==> src/rtl/demosaic_pkg.sv <==
package demosaic_pkg;
  // Position of the red site inside the 2x2 cell: {row parity, column parity}
  typedef enum logic [1:0] {
    PH_RGGB = 2'd0,
    PH_GRBG = 2'd1,
    PH_GBRG = 2'd2,
    PH_BGGR = 2'd3
  } cfa_phase_e;
endpackage

==> src/rtl/demosaic_pos_track.sv <==
module demosaic_pos_track #(
  parameter int COL_W = 6
) (
  input  logic             clk,
  input  logic             rst_n,
  input  logic             in_sof,
  input  logic             in_eol,
  input  logic             adv,
  output logic [COL_W-1:0] col,
  output logic             row_par,
  output logic             first_row
);
  logic [COL_W-1:0] col_q;
  logic             row_q;
  logic             first_q;

  // Start of frame overrides the stored position for the current beat
  always_comb begin
    col       = in_sof ? '0   : col_q;
    row_par   = in_sof ? 1'b0 : row_q;
    first_row = in_sof ? 1'b1 : first_q;
  end

  always_ff @(posedge clk) begin
    if (!rst_n) begin
      col_q   <= '0;
      row_q   <= 1'b0;
      first_q <= 1'b1;
    end else if (adv) begin
      if (in_eol) begin
        col_q   <= '0;
        row_q   <= ~row_par;
        first_q <= 1'b0;
      end else begin
        col_q   <= col + COL_W'(1);
        row_q   <= row_par;
        first_q <= first_row;
      end
    end
  end
endmodule

==> src/rtl/demosaic_line_mem.sv <==
module demosaic_line_mem #(
  parameter int DEPTH = 64,
  parameter int DW    = 8
) (
  input  logic                     clk,
  input  logic                     wr_en,
  input  logic [$clog2(DEPTH)-1:0] addr,
  input  logic [DW-1:0]            wr_data,
  output logic [DW-1:0]            rd_data
);
  logic [DW-1:0] mem [DEPTH];

  // Read returns the previous line's sample before this beat overwrites it
  assign rd_data = mem[addr];

  always_ff @(posedge clk) begin
    if (wr_en) mem[addr] <= wr_data;
  end
endmodule

==> src/rtl/demosaic_interp.sv <==
module demosaic_interp
  import demosaic_pkg::*;
#(
  parameter int PIX_W = 8
) (
  input  cfa_phase_e         phase,
  input  logic               row_par,
  input  logic               left_par,
  input  logic [PIX_W-1:0]   up_l,
  input  logic [PIX_W-1:0]   up_r,
  input  logic [PIX_W-1:0]   cur_l,
  input  logic [PIX_W-1:0]   cur_r,
  output logic [3*PIX_W-1:0] rgb
);
  logic             red_in_cur;
  logic             red_in_left;
  logic [PIX_W-1:0] red_v, blue_v, g_a, g_b;
  logic [PIX_W:0]   g_sum;

  // The up row always has the opposite row parity of the current row
  assign red_in_cur  = (phase[1] == row_par);
  assign red_in_left = (phase[0] == left_par);

  always_comb begin
    if (red_in_cur) begin
      red_v  = red_in_left ? cur_l : cur_r;
      blue_v = red_in_left ? up_r  : up_l;
      g_a    = red_in_left ? cur_r : cur_l;
      g_b    = red_in_left ? up_l  : up_r;
    end else begin
      red_v  = red_in_left ? up_l  : up_r;
      blue_v = red_in_left ? cur_r : cur_l;
      g_a    = red_in_left ? up_r  : up_l;
      g_b    = red_in_left ? cur_l : cur_r;
    end
    g_sum = {1'b0, g_a} + {1'b0, g_b};
    rgb   = {red_v, g_sum[PIX_W:1], blue_v};
  end
endmodule

==> src/rtl/bayer_demosaic.sv <==
module bayer_demosaic
  import demosaic_pkg::*;
#(
  parameter int PIX_W    = 8,
  parameter int MAX_COLS = 64
) (
  input  logic               clk,
  input  logic               rst_n,
  input  logic [1:0]         cfa_phase,
  input  logic               s_valid,
  output logic               s_ready,
  input  logic [PIX_W-1:0]   s_raw,
  input  logic               s_sof,
  input  logic               s_eol,
  output logic               m_valid,
  input  logic               m_ready,
  output logic [3*PIX_W-1:0] m_rgb,
  output logic               m_sof,
  output logic               m_eol
);
  localparam int COL_W = $clog2(MAX_COLS);
  localparam int RGB_W = 3 * PIX_W;

  logic [COL_W-1:0] col_eff;
  logic             row_eff, first_eff;
  logic             load_ok, col1_wait, emit_left, accept, at_col0;
  logic             col0_sent, held_sof;
  logic [PIX_W-1:0] lb_rd, up_val, cur_l, up_l;
  logic [RGB_W-1:0] pix_rgb;
  cfa_phase_e       phase;

  assign phase = cfa_phase_e'(cfa_phase);

  demosaic_pos_track #(.COL_W(COL_W)) u_track (
    .clk       (clk),
    .rst_n     (rst_n),
    .in_sof    (s_sof),
    .in_eol    (s_eol),
    .adv       (accept),
    .col       (col_eff),
    .row_par   (row_eff),
    .first_row (first_eff)
  );

  // Handshake: column 0 is emitted while column 1 waits on the input
  assign at_col0   = (col_eff == '0);
  assign col1_wait = (col_eff == COL_W'(1)) && !col0_sent;
  assign load_ok   = !m_valid || m_ready;
  assign s_ready   = load_ok && !col1_wait;
  assign accept    = s_valid && s_ready;
  assign emit_left = s_valid && load_ok && col1_wait;

  demosaic_line_mem #(.DEPTH(MAX_COLS), .DW(PIX_W)) u_line (
    .clk     (clk),
    .wr_en   (accept),
    .addr    (col_eff),
    .wr_data (s_raw),
    .rd_data (lb_rd)
  );

  // First row of a frame: current row stands in for the missing one
  assign up_val = first_eff ? s_raw : lb_rd;

  demosaic_interp #(.PIX_W(PIX_W)) u_interp (
    .phase    (phase),
    .row_par  (row_eff),
    .left_par (~col_eff[0]),
    .up_l     (up_l),
    .up_r     (up_val),
    .cur_l    (cur_l),
    .cur_r    (s_raw),
    .rgb      (pix_rgb)
  );

  always_ff @(posedge clk) begin
    if (!rst_n) begin
      m_valid   <= 1'b0;
      m_rgb     <= '0;
      m_sof     <= 1'b0;
      m_eol     <= 1'b0;
      cur_l     <= '0;
      up_l      <= '0;
      held_sof  <= 1'b0;
      col0_sent <= 1'b0;
    end else begin
      if (load_ok) begin
        m_valid <= emit_left || (accept && !at_col0);
        if (emit_left) begin
          m_rgb <= pix_rgb;
          m_sof <= held_sof;
          m_eol <= 1'b0;
        end else if (accept && !at_col0) begin
          m_rgb <= pix_rgb;
          m_sof <= s_sof;
          m_eol <= s_eol;
        end
      end
      if (emit_left) col0_sent <= 1'b1;
      if (accept) begin
        cur_l     <= s_raw;
        up_l      <= up_val;
        col0_sent <= 1'b0;
        if (at_col0) held_sof <= s_sof;
      end
    end
  end
endmodule

==> config.mk <==
export PLATFORM = sky130hd
export DESIGN_NAME = bayer_demosaic
export DESIGN_NICKNAME = d
export VERILOG_FILES = /design/src/rtl/demosaic_pkg.sv /design/src/rtl/demosaic_pos_track.sv /design/src/rtl/demosaic_line_mem.sv /design/src/rtl/demosaic_interp.sv /design/src/rtl/bayer_demosaic.sv
export SDC_FILE = /design/constraint.sdc
export NUM_CORES = 1
export LEC_CHECK = 0
export BUFFER_PORTS_ARGS = -buffer_cell sky130_fd_sc_hd__buf_4
export CORE_AREA = 2 2 233 235
export CTS_CLUSTER_DIAMETER = 150
export DETAILED_ROUTE_END_ITERATION = 8
export DIE_AREA = 0 0 235 237
export SLEW_MARGIN = 25
export SYNTH_ARGS = -nofsm -noshare
export SYNTH_HDL_FRONTEND = slang
export SYNTH_HIERARCHICAL = 1
export SYNTH_SLANG_ARGS = --single-unit
==> constraint.sdc <==
create_clock -name clk -period 4.6 [get_ports clk]
set_input_delay 0.46 -clock clk [delete_from_list [all_inputs] [get_ports clk]]
set_output_delay 0.46 -clock clk [all_outputs]
set_load 0.05 [all_outputs]
# Word-level counts from Yosys, hierarchy flattened
# Memories as Yosys holds them, arrays and structs flattened.
# Cells that the tools add are included.
[word_totals]
memories = 1
mem_bits_rw = 512
inputBits = 16
word_cells = 60
ff_bits = 53
out_inout_bits = 28
[memory_table]
columns = ["name", "depth", "width", "read_ports", "rd_ports_with_merged_regs", "wr", "line", "rtl"]
rows = [
  ["u_line.mem", 64, 8, 1, 0, 1, "demosaic_line_mem.sv:11", "logic [DW-1:0] mem [DEPTH];"],
]
[op_classes]
n_eq_ne = 3
mux = 23
reduce_logical = 17
n_bitwise = 3
addsub = 2
[op_table]
columns = ["operator", "count"]
rows = [
  ["two-way mux 8 bit", 9],
  ["two-way mux 24 bit", 2],
  ["two-way mux 6 bit", 2],
  ["two-way mux 1 bit", 10],
  ["adder 8 x 8 -> 9 bit", 1],
  ["adder 6 x 1 -> 6 bit (second input constant)", 1],
  ["== test 6 x 1 -> 1 bit (second input constant)", 1],
  ["logical AND 1 bit", 6],
  ["logical NOT 6 bit", 1],
  ["logical NOT 1 bit", 4],
  ["AND reduction 2 bit", 2],
  ["NOT 1 bit", 3],
  ["== test 1 bit", 2],
  ["logical OR 1 bit", 2],
  ["nonzero test 2 bit", 1],
  ["OR reduction 2 bit", 1],
]

# Depth between registers and ports, before layout
[logic_depth]
depth_word = 9
mapped_depth = 24
mapped_depth_nobuf = 19

# Modules after synthesis
# Netlist, hierarchy kept.
[modules_own_cells]
columns = ["module", "area_each_um2", "instances", "seq_area_each_um2", "cells_each"]
rows = [
  ["demosaic_line_mem", 20289.5, 1, 15374.7, 1163],
  ["bayer_demosaic", 1961.9, 1, 900.9, 220],
  ["demosaic_interp", 987.2, 1, 0.0, 106],
  ["demosaic_pos_track", 479.2, 1, 160.2, 57],
]

# Worst setup path after synthesis
# OpenSTA, ideal clock, no wires.
[synth_path]
kind = "in2reg"
startpoint = "input s_sof"
endpoint = "register m_rgb[15]"
cell_stages = 21
path_buffers = 3
t_arrival_ns = 4.378
slack_ns = 0.107
required_time_ns = 4.485
cell_sequence = "buf_2 nor2_1 buf_4 buf_2 nand2b_1 o22ai_1 a211oi_1 o22ai_1 or4_1 mux2_2 mux2i_1 mux2i_1 fa_1 a21oi_1 nor2_1 nor2_1 o21bai_1 a21oi_1 o21ai_0 nand3_1 nand2_1"
[synth_via]
word_cells_on_any_way = 28
[synth_lines]
columns = ["item", "line", "rtl"]
rows = [
  ["from (decl)", "bayer_demosaic.sv:13", "input logic s_sof,"],
  ["two-way mux 6 bit (*)", "demosaic_pos_track.sv:19", "col = in_sof ? '0 : col_q;"],
  ["named net col_eff[0]", "bayer_demosaic.sv:24", "logic [COL_W-1:0] col_eff;"],
  ["memory read (64 x 8 bit) (*)", "n/a", ""],
  ["named net lb_rd[1]", "bayer_demosaic.sv:28", "logic [PIX_W-1:0] lb_rd, up_val, cur_l, up_l;"],
  ["two-way mux 8 bit (*)", "bayer_demosaic.sv:62", "assign up_val = first_eff ? s_raw : lb_rd;"],
  ["named net up_val[1]", "bayer_demosaic.sv:28", ""],
  ["two-way mux 8 bit (on tied branches)", "demosaic_interp.sv:33, demosaic_interp.sv:29", ""],
  ["two-way mux 8 bit", "demosaic_interp.sv:25", "if (red_in_cur) begin"],
  ["adder 8 x 8 -> 9 bit (*)", "demosaic_interp.sv:36", "g_sum = {1'b0, g_a} + {1'b0, g_b};"],
  ["named net pix_rgb[15]", "bayer_demosaic.sv:29", "logic [RGB_W-1:0] pix_rgb;"],
  ["two-way mux 24 bit", "bayer_demosaic.sv:92", "end else if (accept && !at_col0) begin"],
  ["two-way mux 24 bit (*)", "bayer_demosaic.sv:88", "if (emit_left) begin"],
  ["to (signal assigned)", "bayer_demosaic.sv:89", "m_rgb <= pix_rgb;"],
  ["to (signal assigned)", "bayer_demosaic.sv:93", "m_rgb <= pix_rgb;"],
  ["to (decl)", "bayer_demosaic.sv:17", "output logic [3*PIX_W-1:0] m_rgb,"],
]
# Mark *: on every way through the listed nets, which the timed path passes. The rest lies on a longest branch. The select of a mux whose other input is x is not followed.
# A chain may end at the register's enable or synchronous reset.

# Worst setup path in the final report
[layout_path]
startpoint = "register u_track.col_q[1]"
endpoint = "register m_rgb[14]"
[layout_via]
word_cells_on_any_way = 21
[layout_lines]
columns = ["item", "line", "rtl"]
rows = [
  ["from (decl)", "demosaic_pos_track.sv:13", "logic [COL_W-1:0] col_q;"],
  ["from (signal assigned)", "demosaic_pos_track.sv:35", "col_q <= col + COL_W'(1);"],
  ["two-way mux 6 bit (*)", "demosaic_pos_track.sv:19", ""],
  ["named net col_eff[1]", "bayer_demosaic.sv:24", ""],
  ["memory read (64 x 8 bit) (*)", "n/a", ""],
  ["named net lb_rd[5]", "bayer_demosaic.sv:28", ""],
  ["two-way mux 8 bit (*)", "bayer_demosaic.sv:62", ""],
  ["named net up_val[5]", "bayer_demosaic.sv:28", ""],
  ["two-way mux 8 bit (on tied branches)", "demosaic_interp.sv:33, demosaic_interp.sv:29", ""],
  ["two-way mux 8 bit", "demosaic_interp.sv:25", ""],
  ["adder 8 x 8 -> 9 bit (*)", "demosaic_interp.sv:36", ""],
  ["named net pix_rgb[14]", "bayer_demosaic.sv:29", ""],
  ["two-way mux 24 bit", "bayer_demosaic.sv:92", ""],
  ["two-way mux 24 bit (*)", "bayer_demosaic.sv:88", ""],
]
# Marked as above.

==> reports/summary.txt <==
Synth area leader -> edfxtp_1
Die Width -> 235 um
critical path data arrival time -> 4.87 ns
Main synth FF type -> edfxtp_1
Crit-path slowest cell -> or4b_1
critical path type -> flip-flop to flip-flop
worst path cell trace -> inv_1 -> nor2_4 -> buf_12 -> buf_6 -> nor2_2 -> buf_4 -> a22oi_1 -> a31oi_1 -> o21ai_0 -> buf_4 -> or4b_1 -> mux2_2 -> mux2i_1 -> mux2i_1 -> ha_1 -> a21o_1 -> a21oi_1 -> o31ai_2 -> xor2_1 -> nand3_1 -> nand2_1
Post-synth EDFFs -> 512
Hold Buf Count CTS -> 0
Net Sw Frac -> 21.6%
initial antenna violation count -> 2
Worst Tran Pin Value -> 0.956 ns
crit start category -> flip-flop
vias per cell -> 5.82
ys async rst share -> 0%
post-synthesis cell area -> 23700 um2
syn avg cell area -> 15.3 um2
Initial Util -> 44.5%
internal power -> 0.00847 W
clk sinks -> 565
P_sw -> 0.00233 W
Final nets -> 1817
Setup crit end kind -> flip-flop
first-pass GRT wire length -> 94500 um
register area share after synthesis -> 69.3%
Post-Route WL -> 63500 um
Comb pwr share -> 6.0%
largest net degree at the start of global routing -> 98
worst reg-to-reg path cell count -> 21
area grow syn2layout -> 19.8%
Inserted Clock Buffers -> 58
sequential share of power -> 52.2%
Die Height -> 237 um
reg-to-reg endpoint -> m_rgb[14]
GP Congestion -> 0.866
IO Pins -> 44
Worst Clk Skew -> 0.0159 ns
drt wl/cell -> 25.0 um
commonest cells in the netlist -> edfxtp_1, mux2i_1, nand2_1, nor2_1, nand3_1
FF+latch count, synth -> 565
number of global-route vias before repair -> 14500
leakage power -> 9.75 nW
top cell type's share of synthesized area -> 64.8%
quantity of I/O buffers inserted on ports -> 43
syn nets -> 1571
min-delay src -> s_eol
top-count cell post-synth -> edfxtp_1
Final ANT Viol Nets -> 0
setup violators final -> 0
MaxCap Viol Count -> 0
Die ar. -> 55700 um2
Hold Path Class -> input pin to flip-flop
Inserted Diodes -> 0
Synth cell types -> 78
clock share of power -> 41.9%
core area -> 53300 um2
H-tree depth -> 2
FF-to-FF Start -> u_track/col_q[1]
FF-to-FF setup slack -> 0.23 ns
hold path depth -> 3
Post-DP HPWL -> 42800 um
FMAX -> 229 MHz
Final Non-Filler Cells -> 2538
Hold Vio Cnt, Final -> 0
Yosys warning count -> 6
detailed-route DRC error count -> 0
synth top area cells -> edfxtp_1, mux2i_1, dfxtp_1
clk root buf -> clkbuf_16
Final Util -> 53.3%
Cells after DPL -> 2422
P per Cell Area -> 380 nW/um2
VDD IR max -> 0.279 mV
clock latency on the worst-skew pair -> 0.62 ns
DR vias -> 14800
WP data required -> 5.11 ns
floorplan row count -> 85
total grt overflow -> 0
clock transition at the registers of the reported paths -> 0.06 ns
Pre-antenna DRT Iters -> 6
All-Layer GR Usage -> 22.7%
Max-slew headroom -> 36.2%
worst hold endpoint -> m_eol
# fillers -> 4388
CP Max Fanout -> 16
Period minus WS final -> 4.37 ns
Max Slew Vio Count -> 0
CP max stage delay -> 0.46 ns
share of cells above drive strength 1 -> 26.5%
TritonCTS clock tree -> built
period utilization -> 94.9%
first-iteration detailed-routing DRC count -> 1569
CTS Buffer Depth -> 3
Syn Inst Count -> 1546
status -> finished, final reports clean
==> cell type report <==
class	count	area, um2	area share (%)
flip-flops and latches	565	16400	57.8
multi-input cells	861	6820	24.0
repair buffers	295	2430	8.55
clock buffers	80	1570	5.51
well taps	696	871	3.06
clock inverters	30	260	0.916
inverters	11	41.3	0.145
==> logic make-up (layout without fill, tap and decap cells) <==
group / Yosys count / in the layout / synth area share [%]
AO/OA/AOI/OAI: 273 / 273 / 8.46
XOR/XNOR: 10 / 10 / 0.448
adder cells (fa/ha/maj): 9 / 9 / 0.506
buffers and inverters: 120 / 416 / 2.62
flip-flops: 565 / 565 / 69.3
multiplexers: 184 / 184 / 10.2
AND/OR/NAND/NOR: 385 / 385 / 8.51
==> per-stage QoR <==
step | instance area [um2] | setup WS [ns] | setup TNS [ns] | total power (W) | hold slack (ns)
floorplan | 23700 | 0.107 | 0 | 0.00607 | 0.431
global route | 28400 | -0.00989 | -0.00989 | 0.0111 | 0.183
finish | 28400 | 0.233 | 0 | 0.0108 | 0.195
CTS | 28300 | 0.0129 | 0 | 0.0109 | 0.162
detailed placement | 26400 | -0.299 | -1.26 | 0.00636 | 0.442
global placement | 26400 | -0.348 | -1.38 | 0.00636 | 0.434
==> power by group through the flow <==
| stage | sequential [W] | combinational [W] | clock (W) |
|---|---|---|---|
| after global placement | 0.00574 | 0.000619 | 0 |
| after CTS | 0.00563 | 0.000632 | 0.00461 |
| final | 0.00563 | 0.000644 | 0.00452 |
| after floorplan | 0.00575 | 0.000320 | 0 |
| after detailed placement | 0.00574 | 0.000625 | 0 |
| after global routing | 0.00563 | 0.000697 | 0.00481 |
==> state kept, by name (all words and copies together), names as in the netlist <==
register,count
u_line/mem,512
col0_sent,1
m_rgb,24
m_valid,1
m_sof,1
held_sof,1
m_eol,1
u_track/row_q,1
up_l,8
u_track/col_q,6
u_track/first_q,1
cur_l,8
==> placed cells by master, fill, tap and decap left out, types with 8 or more instances in the layout <==
cell type / n
edfxtp_1: 512
a221o_1: 11
nand3_2: 10
clkbuf_1: 20
and2_1: 14
buf_4: 274
dfxtp_1: 53
mux4_2: 43
clkbuf_16: 59
a22o_1: 10
nor2b_1: 11
a22oi_1: 40
mux2i_2: 8
o22ai_1: 24
nor2_1: 87
nand2_1: 95
ha_1: 8
o221ai_1: 9
inv_1: 11
a221oi_1: 18
o22a_1: 10
clkinv_1: 17
mux2_2: 13
nand3b_1: 13
a21oi_1: 35
and3_1: 10
nand3_1: 67
nand2b_1: 27
a31oi_1: 15
o21ai_0: 28
mux2i_1: 112
buf_12: 15
==> how the worst max path moves through the flow <==
stage                           startpoint  depth (start not counted)  slack (ns)   endpoint
after detailed placement             s_sof                         21       -0.30  m_rgb[15]
after CTS                 u_track/col_q[2]                         20        0.01  m_rgb[15]
after global routing      u_track/col_q[1]                         21       -0.01  m_rgb[14]
after global placement               s_sof                         21       -0.35  m_rgb[13]
final                     u_track/col_q[1]                         21        0.23  m_rgb[14]
after floorplan                      s_sof                         21        0.11  m_rgb[15]
==> critical path, delay by kind of cell (launching register included) <==
kind                     cells  cell delay (ns)
AND/OR/NAND/NOR              5             0.82
adder cells (fa/ha/maj)      1             0.35
XOR/XNOR                     1             0.15
flip-flops                   1             0.33
AO/OA/AOI/OAI                6             1.13
multiplexers                 3             0.65
buffers and inverters        5             0.83
==> routing by layer <==
metal	share of wire [%]	GRT usage, %
met1	43	31.0
met5	0.020	0
met4	3.2	8.21
met2	47	36.7
met3	6.8	4.05
==> what timing repair did <==
item	4_1_cts	5_1_grt
setup endpoints to repair	4	6
buffers inserted	4	1
pin swaps	2	6
resized for setup	2	30
Power figures use the tool's default switching activity.
